**config.mk**
```make
export PLATFORM = sky130hd
export DESIGN_NAME = dram_seq_ctrl
export DESIGN_NICKNAME = d
export VERILOG_FILES = /design/src/rtl/dram_seq_ctrl.sv
export SDC_FILE = /design/constraint.sdc
export NUM_CORES = 1
export LEC_CHECK = 0
export BUFFER_PORTS_ARGS = -buffer_cell sky130_fd_sc_hd__clkbuf_2
export CAP_MARGIN = 20
export CORE_ASPECT_RATIO = 1.25
export CORE_MARGIN = 2
export CORE_UTILIZATION = 35
export DETAILED_ROUTE_END_ITERATION = 8
export PLACE_DENSITY_LB_ADDON = 0.25
export SLEW_MARGIN = 10
export SYNTH_ARGS = -nofsm -noshare
export SYNTH_HDL_FRONTEND = slang
export SYNTH_SLANG_ARGS = --single-unit
```
**constraint.sdc**
```tcl
create_clock -name clk -period 3.8 [get_ports clk]
set_input_delay 0.76 -clock clk [delete_from_list [all_inputs] [get_ports clk]]
set_output_delay 0.76 -clock clk [all_outputs]
set_load 0.005 [all_outputs]
```
**src/rtl/dram_seq_ctrl.sv**
```systemverilog
module dram_seq_ctrl #(
  parameter int AW    = 9,
  parameter int DW    = 4,
  parameter int T_RSU = 1,
  parameter int T_RAH = 2,
  parameter int T_CSU = 1,
  parameter int T_CAC = 3,
  parameter int T_RP  = 3,
  parameter int CW    = 8
) (
  input  logic            clk,
  input  logic            rst_n,
  input  logic            host_req,
  input  logic            host_we,
  input  logic [2*AW-1:0] host_addr,
  input  logic [DW-1:0]   host_wdata,
  output logic [DW-1:0]   host_rdata,
  output logic            host_done,
  input  logic            ref_req,
  input  logic [AW-1:0]   ref_row,
  output logic            ref_ack,
  output logic [AW-1:0]   mem_addr,
  output logic            mem_ras_n,
  output logic            mem_cas_n,
  output logic            mem_we_n,
  output logic            mem_oe_n,
  output logic [DW-1:0]   mem_dq_out,
  output logic            mem_dq_oe,
  input  logic [DW-1:0]   mem_dq_in
);

  typedef enum logic [2:0] {IDLE, ROW_SETUP, RAS_LOW, COL_SETUP, CAS_LOW, ACCESS, PRECHARGE} st_t;

  st_t           st;
  logic [CW-1:0] cnt;
  logic          op_ref, op_we;
  logic [AW-1:0] row_q, col_q;
  logic [DW-1:0] wd_q;

  always_ff @(posedge clk or negedge rst_n) begin
    if (!rst_n) begin
      st         <= IDLE;
      cnt        <= '0;
      op_ref     <= 1'b0;
      op_we      <= 1'b0;
      row_q      <= '0;
      col_q      <= '0;
      wd_q       <= '0;
      host_rdata <= '0;
      host_done  <= 1'b0;
      ref_ack    <= 1'b0;
    end else begin
      host_done <= 1'b0;
      ref_ack   <= 1'b0;
      if (st != IDLE && cnt != '0) begin
        cnt <= cnt - 1'b1;
      end else begin
        case (st)
          IDLE: begin
            if (ref_req) begin
              op_ref <= 1'b1;
              op_we  <= 1'b0;
              row_q  <= ref_row;
              st     <= ROW_SETUP;
              cnt    <= CW'(T_RSU - 1);
            end else if (host_req) begin
              op_ref <= 1'b0;
              op_we  <= host_we;
              row_q  <= host_addr[2*AW-1:AW];
              col_q  <= host_addr[AW-1:0];
              wd_q   <= host_wdata;
              st     <= ROW_SETUP;
              cnt    <= CW'(T_RSU - 1);
            end
          end
          ROW_SETUP: begin
            st  <= RAS_LOW;
            cnt <= CW'(T_RAH - 1);
          end
          RAS_LOW: begin
            if (op_ref) begin
              st  <= ACCESS;
              cnt <= '0;
            end else begin
              st  <= COL_SETUP;
              cnt <= CW'(T_CSU - 1);
            end
          end
          COL_SETUP: begin
            st  <= CAS_LOW;
            cnt <= CW'(T_CAC - 1);
          end
          CAS_LOW: begin
            if (!op_we) host_rdata <= mem_dq_in;
            st  <= ACCESS;
            cnt <= '0;
          end
          ACCESS: begin
            st  <= PRECHARGE;
            cnt <= CW'(T_RP - 1);
          end
          PRECHARGE: begin
            st <= IDLE;
            if (op_ref) ref_ack <= 1'b1;
            else        host_done <= 1'b1;
          end
          default: st <= IDLE;
        endcase
      end
    end
  end

  wire in_ras  = st inside {RAS_LOW, COL_SETUP, CAS_LOW, ACCESS};
  wire in_col  = st inside {COL_SETUP, CAS_LOW, ACCESS};
  wire in_cas  = !op_ref && st inside {CAS_LOW, ACCESS};

  assign mem_addr   = in_col ? col_q : row_q;
  assign mem_ras_n  = !in_ras;
  assign mem_cas_n  = !in_cas;
  assign mem_we_n   = !(op_we && in_col);
  assign mem_oe_n   = !(in_cas && !op_we);
  assign mem_dq_oe  = op_we && in_col;
  assign mem_dq_out = wd_q;

  logic [CW-1:0] hi_cnt;
  always_ff @(posedge clk or negedge rst_n) begin
    if (!rst_n)                       hi_cnt <= CW'(T_RP);
    else if (!mem_ras_n)              hi_cnt <= '0;
    else if (hi_cnt != {CW{1'b1}})    hi_cnt <= hi_cnt + 1'b1;
  end


  ras_precharge_chk: assert property (@(posedge clk) disable iff (!rst_n)
    $fell(mem_ras_n) |-> hi_cnt >= CW'(T_RP));


  row_stable_chk: assert property (@(posedge clk) disable iff (!rst_n)
    $fell(mem_ras_n) |-> $stable(mem_addr));


  early_write_chk: assert property (@(posedge clk) disable iff (!rst_n)
    ($fell(mem_cas_n) && !mem_we_n) |-> !$past(mem_we_n));


  no_contend_chk: assert property (@(posedge clk) disable iff (!rst_n)
    mem_dq_oe |-> mem_oe_n);


  oe_before_drive_chk: assert property (@(posedge clk) disable iff (!rst_n)
    $rose(mem_dq_oe) |-> $past(mem_oe_n));


  done_pulse_chk: assert property (@(posedge clk) disable iff (!rst_n)
    host_done |=> !host_done);


  ack_pulse_chk: assert property (@(posedge clk) disable iff (!rst_n)
    ref_ack |=> !ref_ack);

endmodule

```
==> results.py, run 1 <==
metrics = {
    "synthesis": {
        "synth_enable_flop_cells": 0,
        "synth_seq_cells": 41,
        "ys_types": 41,
        "synthTopCellsByArea": "dfrtp_1 (48%), mux2_2 (12%), mux2i_1 (4.2%), o21ai_0 (4.0%), mux2_4 (2.8%)",
        "yosys_warnings": 0,
        "synthArstFlopShare_pct": 100,
        "yosysTopAreaCell": "dfrtp_1",
        "netlist.area_leader.share_pct": 48.3,
        "syn_area_um2": 2120,
        "synth_seq_area_share_pct": 48.3,
        "syn_nets": 230,
        "synthCells": 188,
        "synth_ff_type": "dfrtp_1",
        "syn_area_per_cell_um2": 11.3,
    },
    "timing": {
        "drv_slew": 0,
        "finalWorstSetupSlack_ns": 0.947,
        "setup_viol": 0,
        "clock_skew_ns": 0.00566,
        "finalCritPeriodShare_pct": 75.1,
        "fin_crit_ns": 2.85,
        "hold_viol": 0,
        "relSlewSlack_pct": 49.4,
        "rsz0062_at_grt": "no",
        "hold_slack_ns": 0.330,
        "fmax_mhz": 351,
        "tightest_slew_ns": 0.758,
        "setup_tns_ns": 0,
    },
    "global_routing": {
        "grt_pass1_vias": 1567,
        "grt-ovfl-total": 0,
        "grt_start_max_net_pins": 42,
        "grt_pass1_wl_mm": 7.40,
        "grtUsageTotal_pct": 14.0,
        "antenna_found_initial": 0,
    },
    "layout": {
        "post-route-cell-area_um2": 2620,
        "diodes": 0,
        "drive_above_1_share_pct": 43.6,
        "final_nets": 291,
        "syn2layout_area_growth_pct": 23.5,
        "final_cells": 316,
        "final_util_pct": 45.1,
    },
    "die": {
        "die-area_um2": 6710,
        "placementRows": 31,
        "start_util_pct": 36.5,
        "die_h_um": 91.1,
        "core_um2": 5820,
        "io_pins": 64,
        "dieWidth_um": 73.7,
    },
    "routing": {
        "drtIter0Drc": 83,
        "vias": 1626,
        "wl_per_cell_um": 14.0,
        "drtPass1Iterations": 4,
        "vias_per_cell": 5.15,
        "met1Wirelength_mm": 1.93,
        "drc": 0,
        "dr_wl_met2_mm": 2.21,
        "dr_wl_met3_um": 249,
        "highest_layer": "met4",
        "postRouteAntennaNets": 0,
        "routed_wl_mm": 4.44,
    },
    "job": {
        "max_cap_violations": 0,
    },
    "setup_path": {
        "arrival_ns": 2.09,
        "worstSetupPathType": "reg -> out",
        "start_kind": "flop",
        "crit_path_end_kind": "primary output",
        "worst_r2r_path_depth": 4,
        "crit_fanout": 15,
        "timing.rr.start": "st[0]",
        "timing.rr.end": "col_q[7]",
        "crit_required_ns": 3.04,
        "path_buf_inv": 1,
        "cpPeakStageDelay_ns": 0.64,
        "cpLargestDelayFamily": "flip-flops",
        "cpMaxStageDelayCell": "dfrtp_1",
        "worstSetupStartpoint": "st[2]",
        "cp.depth": 4,
        "path_cells": "nor2b_1 > a21o_1 > mux2_2 > clkbuf_2",
        "ff2ff_setup_slack_ns": 1.63,
        "cp-endpoint": "mem_addr[1]",
    },
    "placement": {
        "dpl_cell_area_um2": 2470,
        "io_buffers": 63,
        "dp_slack_ns": 1.23,
        "place_hpwl_mm": 3.21,
        "place_inst": 307,
        "place.gp.congestion": 0.823,
    },
    "clocking": {
        "clkTransAtPathRegs_ns": 0.08,
        "ctsLongestPathBuffers": 2,
        "post-cts-setup-buffers": 0,
        "clock-root-buffer": "clkbuf_8",
        "cts.sinks": 41,
        "numCtsBuffers": 5,
        "tritoncts": "yes",
        "cts_resized": 0,
        "htree_levels": 2,
        "holdBufCountCts": 0,
        "clk_latency_ns": 0.29,
    },
    "pwr": {
        "p_int_mw": 1.35,
        "leakagePower_nw": 1.29,
        "finalPower_mw": 2.07,
        "ir_drop_uv": 318,
        "p_per_area_nw_per_um2": 791,
        "switching_power_uw": 720,
        "p_sw_share_pct": 34.7,
        "combPwrFrac_pct": 40.2,
        "seqPwrFrac_pct": 39.8,
        "power.share.clock_pct": 20.0,
    },
    "hold_path": {
        "worstHoldPathType": "in -> async",
    },
    "status": {
        "outcome": "finished, final reports clean",
    },
}
[cell type report]
class / count / area [µm²]
Tap cell: 66 / 82.6
Fill cell: 575 / 3200
Clock buffer: 5 / 68.8
Sequential cell: 41 / 1030
Multi-Input combinational cell: 133 / 1030
Clock inverter: 3 / 65.1
Timing Repair Buffer: 64 / 335
Inverter: 4 / 15.0
[synth_stat cells (4+ instances only)]
library cell / instances
o31ai_1: 5
mux2_2: 23
or4_1: 5
a21oi_1: 8
mux2i_1: 9
nor3_1: 4
nor2_1: 9
nand2_1: 16
dfrtp_1: 41
o21ai_0: 17
mux2_4: 4
inv_1: 4
[kinds of logic (layout without fill, tap and decap cells)]
family,count (synthesis),after routing,share of synthesized area (%)
compound gates,39,39,12.3
simple gates,56,56,15.8
flops,41,41,48.3
mux,36,36,19.3
fa+ha+maj,2,2,1.18
buf+inv,14,76,3.18
[routing by layer]
layer / track usage [%] / vias up
met4: 3.64 / 0
met5: 0 / -
met1: 18.6 / 768
li1: - / 802
met3: 4.00 / 6
met2: 22.1 / 50
[power groups by stage]
stage / clock, mW / sequential [mW] / combinational [mW]
2_1_floorplan: 0 / 0.753 / 0.638
3_3_place_gp: 0 / 0.829 / 0.823
3_5_place_dp: 0 / 0.832 / 0.846
4_1_cts: 0.426 / 0.827 / 0.847
5_1_grt: 0.446 / 0.857 / 0.930
6_report: 0.414 / 0.826 / 0.834
[cells in the final DEF, fill, tap and decap left out, drive strengths merged, types with 3 or more instances in the layout]
master,netlist,routed
a21oi,8,8
or4,5,5
o31ai,5,5
nand3,3,3
mux2i,9,9
or2,3,3
nand2,17,17
dfrtp,41,41
mux2,27,27
nor2,10,10
o21ai,17,17
clkbuf,3,68
nor3,4,4
inv,4,4
[worst min path at each step]
stage,endpoint,slack (ns),depth (start not counted)
after CTS,row_q[1],0.49,2
final,mem_dq_out[3],0.33,1
after floorplan,row_q[0],0.45,2
after global placement,row_q[7],0.47,2
after global routing,cnt[2],0.34,1
after detailed placement,row_q[1],0.47,2
[sequential cells by signal, summed over array words and instances (netlist names)]
signal	count
st	3
op_we	1
mem_dq_out	4
cnt	8
op_ref	1
host_done	1
host_rdata	4
col_q	9
row_q	9
ref_ack	1
Power figures use the tool's default switching activity.
==> run 2, diff against run 1 <==
==> constraint.sdc (replaced) <==
create_clock -name clk -period 2.92 [get_ports clk]
set_input_delay 0.584 -clock clk [delete_from_list [all_inputs] [get_ports clk]]
set_output_delay 0.584 -clock clk [all_outputs]
set_load 0.005 [all_outputs]
==> run 2 against run 1 <==
Clock power fell by 18%. Global-route usage fell by 0.43 points. Core utilization fell by 0.52 points. Critical path type unchanged. Critical path depth did not move. Power rose by 21%. Combinational power rose by 35%. Worst setup slack got worse by 0.71 ns. Clock skew rose by 0.0027 ns. First-iteration DRC count fell by 35%. Sequential cell count did not move. Final cell count rose by 0.32%. Design area fell by 1.1%.
==> results.py, run 2 (same netlist as run 1, synthesis figures left out) <==
metrics = {
    "setup_path": {
        "crit_path_end_kind": "primary output",
        "crit_required_ns": 2.34,
        "worst_r2r_path_depth": 6,
        "path_cells": "nor2b_1 > a21o_1 > mux2_2 > clkbuf_2",
        "crit_fanout": 13,
        "cpMaxStageDelayCell": "dfrtp_1",
        "worstSetupPathType": "reg -> out",
        "ff2ff_setup_slack_ns": 0.85,
        "cpPeakStageDelay_ns": 0.58,
        "timing.rr.start": "cnt[0]",
        "start_kind": "flop",
        "timing.rr.end": "cnt[7]",
        "arrival_ns": 2.09,
    },
    "clocking": {
        "cts_resized": 0,
        "post-cts-setup-buffers": 0,
        "clock-root-buffer": "clkbuf_8",
        "ctsLongestPathBuffers": 2,
        "holdBufCountCts": 0,
        "htree_levels": 2,
        "cts.sinks": 41,
        "tritoncts": "yes",
        "clkTransAtPathRegs_ns": 0.08,
        "numCtsBuffers": 5,
        "clk_latency_ns": 0.29,
    },
    "timing": {
        "drv_slew": 0,
        "setup_tns_ns": 0,
        "clock_skew_ns": 0.00834,
        "fmax_mhz": 373,
        "fin_crit_ns": 2.68,
        "finalCritPeriodShare_pct": 91.7,
        "setup_viol": 0,
        "hold_viol": 0,
        "rsz0062_at_grt": "no",
        "hold_slack_ns": 0.280,
        "relSlewSlack_pct": 58.9,
        "finalWorstSetupSlack_ns": 0.241,
        "tightest_slew_ns": 0.614,
    },
    "die": {
        "core_um2": 5820,
        "start_util_pct": 36.5,
        "placementRows": 31,
        "dieWidth_um": 73.7,
        "io_pins": 64,
        "die-area_um2": 6710,
        "die_h_um": 91.1,
    },
    "pwr": {
        "finalPower_mw": 2.51,
        "ir_drop_uv": 599,
        "leakagePower_nw": 1.28,
        "p_per_area_nw_per_um2": 969,
    },
    "layout": {
        "post-route-cell-area_um2": 2590,
        "final_nets": 294,
        "mostFrequentLayoutCells": "clkbuf_2 (63), dfrtp_1 (41), mux2_2 (23)",
        "final_cells": 317,
        "final_common_cell": "clkbuf_2",
        "diodes": 0,
        "fillCellCount": 567,
        "syn2layout_area_growth_pct": 22.1,
        "top_regs": "col_q x9, row_q x9, cnt x8",
        "final_util_pct": 44.6,
        "drive_above_1_share_pct": 43.8,
    },
    "placement": {
        "dp_slack_ns": 0.559,
        "place_hpwl_mm": 3.21,
        "place.gp.congestion": 0.731,
        "place_inst": 310,
        "io_buffers": 63,
        "dpl_cell_area_um2": 2490,
    },
    "routing": {
        "postRouteAntennaNets": 0,
        "vias_per_cell": 5.07,
        "drc": 0,
        "drtPass1Iterations": 5,
        "routed_wl_mm": 4.32,
        "drtIter0Drc": 54,
        "vias": 1608,
        "wl_per_cell_um": 13.6,
    },
    "global_routing": {
        "grt-ovfl-total": 0,
        "grt_pass1_wl_mm": 7.09,
        "antenna_found_initial": 0,
        "grt_start_max_net_pins": 42,
        "grtUsageTotal_pct": 13.5,
        "grt_pass1_vias": 1552,
    },
    "job": {
        "max_cap_violations": 0,
    },
    "status": {
        "outcome": "finished, final reports clean",
    },
    "hold_path": {
        "worstHoldPathType": "in -> async",
    },
}
==> run 2: worst max-delay path by stage <==
| stage | startpoint | end | slack [ns] | cells after the start |
|---|---|---|---|---|
| after global routing | st[1] | mem_addr[0] | 0.1 | 4 |
| after detailed placement | st[1] | mem_addr[4] | 0.56 | 4 |
| final | st[1] | mem_addr[8] | 0.24 | 4 |
| after floorplan | st[1] | mem_addr[0] | 0.90 | 5 |
| after CTS | st[1] | mem_addr[4] | 0.23 | 4 |
| after global placement | st[1] | mem_addr[3] | 0.62 | 4 |
==> run 2: metal layers <==
| layer | up-vias | global-route usage, % | share of wire, % |
|---|---|---|---|
| li1 | 806 | - | - |
| met1 | 755 | 17.1 | 45 |
| met2 | 42 | 22.2 | 50 |
| met3 | 5 | 3.77 | 4.2 |
| met4 | 0 | 4.09 | 1.2 |
| met5 | - | 0 | 0 |
==> run 2: worst max-delay path: cells and delay by family (launching register included) <==
family	cells	cell delay [ns]
DFF	1	0.58
AOI/OAI and AO/OA	1	0.43
muxes	1	0.39
and+or+nand+nor	1	0.29
buffers and inverters	1	0.11
==> run 2: layout make-up <==
type	instances	area [µm²]	share of cell area (%)
Clock buffer	5	68.8	2.65
Clock inverter	1	5.00	0.193
Inverter	4	15.0	0.579
Multi-Input combinational cell	133	1030	39.7
Sequential cell	41	1030	39.6
Tap cell	66	82.6	3.19
Timing Repair Buffer	67	365	14.1
==> run 2: power by group <==
part,internal (mW),switching [mW]
clock network,0.157,0.182
logic,0.614,0.515
registers,0.824,0.219
total,1.60,0.917
